==> src/rtl/pgen_pkg.sv <==
package pgen_pkg;
  localparam int SLOT_W   = 6;
  localparam int NSLOT    = 1 << SLOT_W;
  localparam int NCH      = 2;            // 0 = clamp, 1 = sample
  localparam int CH_CLAMP = 0;
  localparam int CH_SMP   = 1;

  localparam logic [7:0] ADDR_WIN_BASE = 8'h20;  // first/last pairs, clamp then sample
  localparam logic [7:0] ADDR_MODE     = 8'h08;
  localparam logic [7:0] ADDR_MON      = 8'h09;
  localparam int         MON_LSB       = 3;
  localparam logic [1:0] MON_PULSES    = 2'b10;

  typedef logic [SLOT_W-1:0] slot_t;

  typedef struct packed {
    slot_t first;
    slot_t last;
  } win_t;

  function automatic win_t win_reset(input int ch);
    win_t w;
    if (ch == CH_SMP) begin
      w.first = slot_t'(16);
      w.last  = slot_t'(31);
    end else begin
      w.first = slot_t'(48);
      w.last  = slot_t'(55);
    end
    return w;
  endfunction

  // Inclusive window membership; first > last wraps across the period boundary.
  function automatic logic slot_in_win(input slot_t s, input win_t w);
    if (w.first <= w.last) return (s >= w.first) && (s <= w.last);
    else                   return (s >= w.first) || (s <= w.last);
  endfunction
endpackage

==> src/rtl/pgen_sync_edge.sv <==
module pgen_sync_edge #(
  parameter int STAGES = 2
) (
  input  logic clk,
  input  logic rst_n,
  input  logic async_in,
  output logic rise_evt
);
  logic [STAGES-1:0] sync_q;
  logic              prev_q;

  always_ff @(posedge clk) begin
    if (!rst_n) begin
      sync_q <= '0;
      prev_q <= 1'b0;
    end else begin
      sync_q <= {sync_q[STAGES-2:0], async_in};
      prev_q <= sync_q[STAGES-1];
    end
  end

  assign rise_evt = sync_q[STAGES-1] & ~prev_q;
endmodule

==> src/rtl/pgen_phase_ctr.sv <==
module pgen_phase_ctr
  import pgen_pkg::*;
(
  input  logic  clk,
  input  logic  rst_n,
  input  logic  rise_evt,
  output slot_t slot_q,
  output slot_t slot_nxt,
  output logic  load_evt
);
  localparam slot_t LAST_SLOT = slot_t'(NSLOT - 1);

  assign slot_nxt = rise_evt ? '0 : slot_q + slot_t'(1);
  assign load_evt = rise_evt || (slot_q == LAST_SLOT);

  always_ff @(posedge clk) begin
    if (!rst_n) slot_q <= '0;
    else        slot_q <= slot_nxt;
  end
endmodule

==> src/rtl/pgen_regs.sv <==
module pgen_regs
  import pgen_pkg::*;
#(
  parameter int ADDR_W = 8,
  parameter int DATA_W = 8
) (
  input  logic              clk,
  input  logic              rst_n,
  input  logic              wr_en,
  input  logic [ADDR_W-1:0] wr_addr,
  input  logic [DATA_W-1:0] wr_data,
  input  logic              load_evt,
  output win_t              win_nxt [NCH],
  output win_t              win_act [NCH],
  output logic              cds_nxt,
  output logic              cds_act,
  output logic [1:0]        mon_sel
);
  win_t stg_q [NCH];
  logic cds_stg_q;

  logic unused_wr;
  assign unused_wr = ^wr_data;

  for (genvar c = 0; c < NCH; c++) begin : g_ch
    localparam logic [ADDR_W-1:0] A_FIRST = ADDR_W'(ADDR_WIN_BASE + 8'(2 * c));
    localparam logic [ADDR_W-1:0] A_LAST  = ADDR_W'(ADDR_WIN_BASE + 8'(2 * c + 1));

    always_ff @(posedge clk) begin
      if (!rst_n) begin
        stg_q[c] <= win_reset(c);
      end else if (wr_en) begin
        if (wr_addr == A_FIRST) stg_q[c].first <= wr_data[SLOT_W-1:0];
        if (wr_addr == A_LAST)  stg_q[c].last  <= wr_data[SLOT_W-1:0];
      end
    end

    assign win_nxt[c] = load_evt ? stg_q[c] : win_act[c];

    always_ff @(posedge clk) begin
      if (!rst_n) win_act[c] <= win_reset(c);
      else        win_act[c] <= win_nxt[c];
    end
  end

  assign cds_nxt = load_evt ? cds_stg_q : cds_act;

  always_ff @(posedge clk) begin
    if (!rst_n) begin
      cds_stg_q <= 1'b0;
      cds_act   <= 1'b0;
      mon_sel   <= 2'b00;
    end else begin
      cds_act <= cds_nxt;
      if (wr_en && wr_addr == ADDR_W'(ADDR_MODE)) cds_stg_q <= wr_data[0];
      if (wr_en && wr_addr == ADDR_W'(ADDR_MON))  mon_sel   <= wr_data[MON_LSB+1:MON_LSB];
    end
  end
endmodule

==> src/rtl/pgen_window.sv <==
module pgen_window
  import pgen_pkg::*;
(
  input  logic  clk,
  input  logic  rst_n,
  input  logic  enable,
  input  slot_t slot_nxt,
  input  win_t  win,
  output logic  pulse_q
);
  always_ff @(posedge clk) begin
    if (!rst_n) pulse_q <= 1'b0;
    else        pulse_q <= enable && slot_in_win(slot_nxt, win);
  end
endmodule

==> src/rtl/pulse_timing_gen.sv <==
module pulse_timing_gen
  import pgen_pkg::*;
#(
  parameter int ADDR_W = 8,
  parameter int DATA_W = 8,
  parameter int SYNC_STAGES = 2
) (
  input  logic              clk_fast,
  input  logic              rst_n,
  input  logic              pix_clk,
  input  logic              wr_en,
  input  logic [ADDR_W-1:0] wr_addr,
  input  logic [DATA_W-1:0] wr_data,
  output logic [SLOT_W-1:0] slot_idx,
  output logic              clamp_out,
  output logic              sample_out,
  output logic              dbg0_out,
  output logic              dbg1_out
);
  logic  edge_evt;
  logic  load_evt;
  slot_t slot_q;
  slot_t slot_nxt;
  win_t  win_nxt [NCH];
  win_t  win_act [NCH];
  logic  cds_nxt;
  logic  cds_act;
  logic [1:0] mon_sel;
  logic [NCH-1:0] pulse;
  logic [NCH-1:0] ch_en;
  win_t  smp_win;

  pgen_sync_edge #(.STAGES(SYNC_STAGES)) u_sync (
    .clk(clk_fast), .rst_n(rst_n), .async_in(pix_clk), .rise_evt(edge_evt)
  );

  pgen_phase_ctr u_ctr (
    .clk(clk_fast), .rst_n(rst_n), .rise_evt(edge_evt),
    .slot_q(slot_q), .slot_nxt(slot_nxt), .load_evt(load_evt)
  );

  pgen_regs #(.ADDR_W(ADDR_W), .DATA_W(DATA_W)) u_regs (
    .clk(clk_fast), .rst_n(rst_n), .wr_en(wr_en), .wr_addr(wr_addr),
    .wr_data(wr_data), .load_evt(load_evt), .win_nxt(win_nxt),
    .win_act(win_act), .cds_nxt(cds_nxt), .cds_act(cds_act), .mon_sel(mon_sel)
  );

  assign ch_en[CH_CLAMP] = cds_nxt;
  assign ch_en[CH_SMP]   = 1'b1;

  for (genvar c = 0; c < NCH; c++) begin : g_win
    pgen_window u_win (
      .clk(clk_fast), .rst_n(rst_n), .enable(ch_en[c]),
      .slot_nxt(slot_nxt), .win(win_nxt[c]), .pulse_q(pulse[c])
    );
  end

  assign smp_win    = win_act[CH_SMP];
  assign slot_idx   = slot_q;
  assign clamp_out  = pulse[CH_CLAMP];
  assign sample_out = pulse[CH_SMP];
  assign dbg0_out   = (mon_sel == MON_PULSES) ? pulse[CH_CLAMP] : 1'b0;
  assign dbg1_out   = (mon_sel == MON_PULSES) ? pulse[CH_SMP]   : 1'b0;
endmodule

==> config.mk <==
export PLATFORM = sky130hd
export DESIGN_NAME = pulse_timing_gen
export DESIGN_NICKNAME = d
export VERILOG_FILES = /design/src/rtl/pgen_pkg.sv /design/src/rtl/pgen_sync_edge.sv /design/src/rtl/pgen_phase_ctr.sv /design/src/rtl/pgen_regs.sv /design/src/rtl/pgen_window.sv /design/src/rtl/pulse_timing_gen.sv
export SDC_FILE = /design/constraint.sdc
export NUM_CORES = 1
export LEC_CHECK = 0
export BUFFER_PORTS_ARGS = -buffer_cell sky130_fd_sc_hd__buf_2
export CORE_MARGIN = 2
export CORE_UTILIZATION = 39
export CTS_CLUSTER_DIAMETER = 200
export DETAILED_ROUTE_END_ITERATION = 10
export PLACE_DENSITY = 0.56
export RECOVER_POWER = 25
export SYNTH_ARGS = -nofsm -noshare
export SYNTH_HDL_FRONTEND = slang
export SYNTH_HIERARCHICAL = 1
export SYNTH_SLANG_ARGS = --single-unit
==> constraint.sdc <==
create_clock -name clk_fast -period 6.9 [get_ports clk_fast]
set_input_delay 0.345 -clock clk_fast [delete_from_list [all_inputs] [get_ports clk_fast]]
set_output_delay 0.345 -clock clk_fast [all_outputs]
set_load 0.05 [all_outputs]
-- Word-level counts from Yosys, hierarchy flattened
Memory sizes are Yosys's and may differ from the RTL's.
Index checks and enable logic that the tools add are counted.
- register bits: 39
- latch bits: 0
- RAM bits: 24
- memory bits (read-only): 0
- input bits: 20
- output and inout bits: 10
- logic and storage cells: 72
- memories kept: 1
- memory list (memory ; depth ; width ; rd ports ; clocked after Yosys merged registers in ; write ports ; RTL line ; text):
    u_regs.stg_q ; 2 ; 12 ; 2 ; 0 ; 2 ; pgen_regs.sv:19 ; win_t stg_q [NCH];
- $add $sub $neg: 1
- multiply operators: 0
- divide/modulo/power cells: 0
- order comparisons: 6
- eq/ne operators: 8
- shifts and indexed selects: 0
- mux-type cells: 30
- bitwise operators: 6
- reductions and logical operators: 8
- operators by type and width (cell ; number):
    $eq 8x6->1 const B ; 4
    $mux 6 ; 5
    $le 6x6->1 ; 4
    $mux 12 ; 2
    $mux 1 ; 23
    $eq 8x4->1 const B ; 2
    $ge 6x6->1 ; 2
    $add 6x1->6 const B ; 1
    $eq 6x6->1 const B ; 1
    $logic_and 1x1->1 ; 5
    $or 1x1->1 ; 4
    $logic_or 1x1->1 ; 3
    $eq 2x2->1 const B ; 1
    $and 1x1->1 ; 1
    $not 1->1 ; 1

-- Logic depth before layout (Yosys ltp)
- depth in word-level cells: 9
- depth in mapped cells: 13
- gate-level depth less buffers: 11

-- Cells and area by module
The synthesis kept the hierarchy.
- by module, submodules not included (module ; instances ; cells each ; area each (um^2) ; sequential area each (um^2)):
    pgen_regs ; 1 ; 178 ; 2185.8 ; 1281.2
    pgen_window ; 2 ; 58 ; 454.2 ; 20.0
    pgen_phase_ctr ; 1 ; 31 ; 261.5 ; 120.1
    pgen_sync_edge ; 1 ; 7 ; 92.6 ; 60.1
    pulse_timing_gen ; 1 ; 3 ; 21.3 ; 0.0

-- Worst setup path after synthesis
No wires, ideal clock.
- kind: reg-to-reg
- start point: register u_ctr.slot_q[0]
- end point: register g_win[0].u_win.pulse_q
- setup time: 0.058 ns
- arrival: 3.032 ns
- data required time: 6.842 ns
- setup slack: 3.810 ns
- cell stages (with the launch flop): 14
- path buffers: 2
- clock period less this slack: 3.090 ns
- path through: dfxtp_1 ha_1 nand3_1 o21bai_1 buf_2 buf_4 mux2_1 inv_1 ha_1 a21oi_2 a21boi_1 o32a_1 a31oi_1 o211a_1
- RTL lines (what ; RTL line ; text):
    start: declaration ; pgen_phase_ctr.sv:7 ; output slot_t slot_q,
    start signal: assignment ; pgen_phase_ctr.sv:18 ; else slot_q <= slot_nxt;
    end signal: assignment ; pgen_window.sv:13 ; else pulse_q <= enable && slot_in_win(slot_nxt, win);
    end: declaration ; pgen_window.sv:9 ; output logic pulse_q

==> impl_metrics.toml <==
[logic_synthesis]
syn_nets = 392
yosysSeqAreaShare_pct = 43.3
yosys_warnings = 6
synth_cell_types = 47
syn_area_um2 = 3470
syn_area_per_cell_um2 = 10.4
synth-seq-cells = 63
synthFlopType = "dfxtp_1"
synth_edf_count = 24
async_reset_ff_share_pct = 0
syn_inst = 335

[sta]
worst_slew_pin_slew_ns = 1.52
fin_crit_sh_pct = 45.9
fmax_mhz = 316
fin_crit_ns = 3.16
slew_headroom_pct = -1.10
finalSetupTns_ns = 0
hold_viol_final = 0
rsz0062_at_grt = "false"
finClkSkew_ns = 0.00893
timing.final.ws_setup_ns = 3.74
finalMaxSlewViolations = 37
setup_violations = 0

[power_and_ir_drop]
p_int_uw = 642
ir_worst_vdd_mv = 0.106
power_leakage_uw = 0.00164
seq_power_share_pct = 47.3
p_per_area_nw_per_um2 = 220
p_sw_share_pct = 25.1
power_frac_comb_pct = 11.6
p_switching_uw = 215
clkPwrFrac_pct = 41.1

[global_route]
antenna_found_initial = 0
grt_start_max_net_pins = 37
grt_pass1_vias = 2425
grtUsageTotal_pct = 15.8
gr-total-overflow = 0
grt_pass1_wl_um = 11900

[hold_path]
hold_class = "in -> reg"

[worst_setup_path]
crit_arrival_ns = 3.44
cpPeakStageDelay_ns = 0.43
cpMostUsedCell = "ha_1"
worstSetupEndpointType = "register"
worstPathMaxFanout = 25
critPathTopFamily = "compound AO/OA/AOI/OAI gates"
slowest_stage = "dfxtp_1"
crit_required_ns = 7.18
crit_buf_inv = 2
worstSetupStartpointType = "register"
crit_type = "reg -> reg"
path_cells = "ha_1, nand3_1, o21bai_2, buf_4, mux2_1, inv_1, ha_1, a21oi_2, a21boi_1, o32a_1, a31oi_1, o211a_1"

[detailed_routing]
via_per_inst = 5.05
drc = 0
vias = 2416
drt_wl_total_um = 7060
firstDrtPassIters = 4
wl_per_cell_um = 14.8
postRouteAntennaNets = 0
drt_first_iter_violations = 123

[layout]
multiInputGateArea_um2 = 1780
mostFrequentLayoutCell = "dfxtp_1"
layout-drive-gt1-share_pct = 18.9
area_growth_pct = 12.5
regArea_um2 = 1500
fillers = 859
antenna_cells = 0
final_cell_mix = "dfxtp_1 (39), ha_1 (37), inv_1 (34), buf_2 (25), edfxtp_1 (24)"
fin_nets = 422

[outcome]
outcome = "complete, but fails checks"
violations = "max-capacitance violations, max-slew violations"

[placed_design]
place.port_buffers = 27
dp_hpwl_um = 5310
gp_congestion = 0.753
dp_slack_ns = 3.79

[clocking]
insertion_delay_ns = 0.34
clkSlewWorstSetupHoldPaths_ns = 0.07
cts_setup_buffers = 0
cts_max_path_buffers = 2
cts_tree = "yes"
clock_sinks = 63
cts_htree_levels = 3
cts_resized = 0
cts_buffers = 9
cts_hold_buf = 0
cts-root-buf = "clkbuf_8"

[flow_run]
cap_violations = 1

[floorplan]
pin_count = 30
die_x_um = 98.3
initial_utilization_pct = 40.0
die-area_um2 = 9670
core.rowCount = 34
core_area_um2 = 8680
fp.dieH_um = 98.3
==> synthesized netlist by cell type, types with 3 or more instances <==
cell type / n / area (µm²)
dfxtp_1: 39 / 781
ha_1: 37 / 463
inv_1: 34 / 128
edfxtp_1: 24 / 721
nand2_1: 18 / 67.6
and2_1: 17 / 106
mux2_2: 15 / 169
nand2b_1: 13 / 81.3
a21oi_1: 12 / 60.1
mux2_1: 10 / 113
nor2_1: 10 / 37.5
nand3_1: 8 / 40.0
o21ai_0: 8 / 40.0
or2_1: 8 / 50.1
or3_1: 8 / 50.1
nor3_1: 7 / 35.0
nand4_1: 6 / 37.5
buf_2: 5 / 25.0
or2_2: 5 / 31.3
clkbuf_1: 4 / 15.0
nor2b_1: 4 / 25.0
nor4_1: 4 / 25.0
mux2i_1: 3 / 30.0
==> worst reg2reg max path: cells and delay by family (launching register included) <==
| kind | cells | cell delay (ns) |
|---|---|---|
| compound gates | 6 | 1.23 |
| fa+ha+maj | 2 | 0.49 |
| mux | 1 | 0.38 |
| simple gates | 1 | 0.14 |
| buf+inv | 2 | 0.44 |
| flops | 1 | 0.43 |
==> per-layer routing <==
layer  global-route usage [%]  vias up  wire length, µm
met5                        0        -                0
met4                     5.58        0              110
met1                     21.6     1108             3510
met3                     4.72       10              378
met2                     23.9       56             3060
li1                         -     1242                -
==> power by group through the flow <==
stage          registers, µW  logic (µW)  clock network [µW]
6_report                 405        99.5                 352
3_3_place_gp             414        98.3                   0
2_1_floorplan            417        67.1                   0
3_5_place_dp             414         102                   0
4_1_cts                  405         102                 364
5_1_grt                  407         114                 383
==> registers in the layout (all words and copies together), names as in the netlist <==
register             count
u_regs/cds_stg_q         1
u_ctr/slot_q             6
u_sync/prev_q            1
u_sync/sync_q            2
g_win.u_win/pulse_q      2
u_regs/win_act          24
u_regs/mon_sel           2
u_regs/cds_act           1
u_regs/stg_q            24
==> final cells by class <==
type | count | share of cell area, %
Clock buffer | 9 | 3.17
Clock inverter | 7 | 2.47
Inverter | 34 | 3.27
Multi-Input combinational cell | 228 | 45.5
Sequential cell | 63 | 38.5
Tap cell | 108 | 3.46
Timing Repair Buffer | 29 | 3.69
==> per-stage QoR <==
step | hold slack, ns | power (µW) | utilization, % | std cells | area (µm²)
after floorplan | 0.406 | 484 | - | 335 | 3470
after global placement | 0.423 | 512 | 42.8 | 462 | 3710
after detailed placement | 0.440 | 516 | 42.8 | 462 | 3710
after CTS | 0.202 | 871 | 45.3 | 478 | 3930
after global routing | 0.202 | 904 | 45.0 | 478 | 3900
final | 0.219 | 857 | 45.0 | 478 | 3900
==> logic make-up after synthesis <==
logic type	after synthesis	share of synthesized area [%]
AND/OR/NAND/NOR	121	21.3
multiplexers	28	8.98
XOR/XNOR	3	0.757
adder cells (fa/ha/maj)	37	13.3
flip-flops	63	43.3
buffers and inverters	44	5.05
AO/OA/AOI/OAI	38	7.21
other	1	0.108
==> path summary, 6_finish.rpt <==
path                                       start                      to  slack (ns)  cells after the start
worst min register to register  u_sync/sync_q[0]        u_sync/sync_q[1]        0.46                      1
worst max-delay path             u_ctr/slot_q[0]  g_win[0].u_win/pulse_q        3.74                     12
worst min-delay path                     pix_clk        u_sync/sync_q[0]        0.22                      2
worst max register to register   u_ctr/slot_q[0]  g_win[0].u_win/pulse_q        3.74                     12
Note: power is estimated with default switching activity, not from simulation.
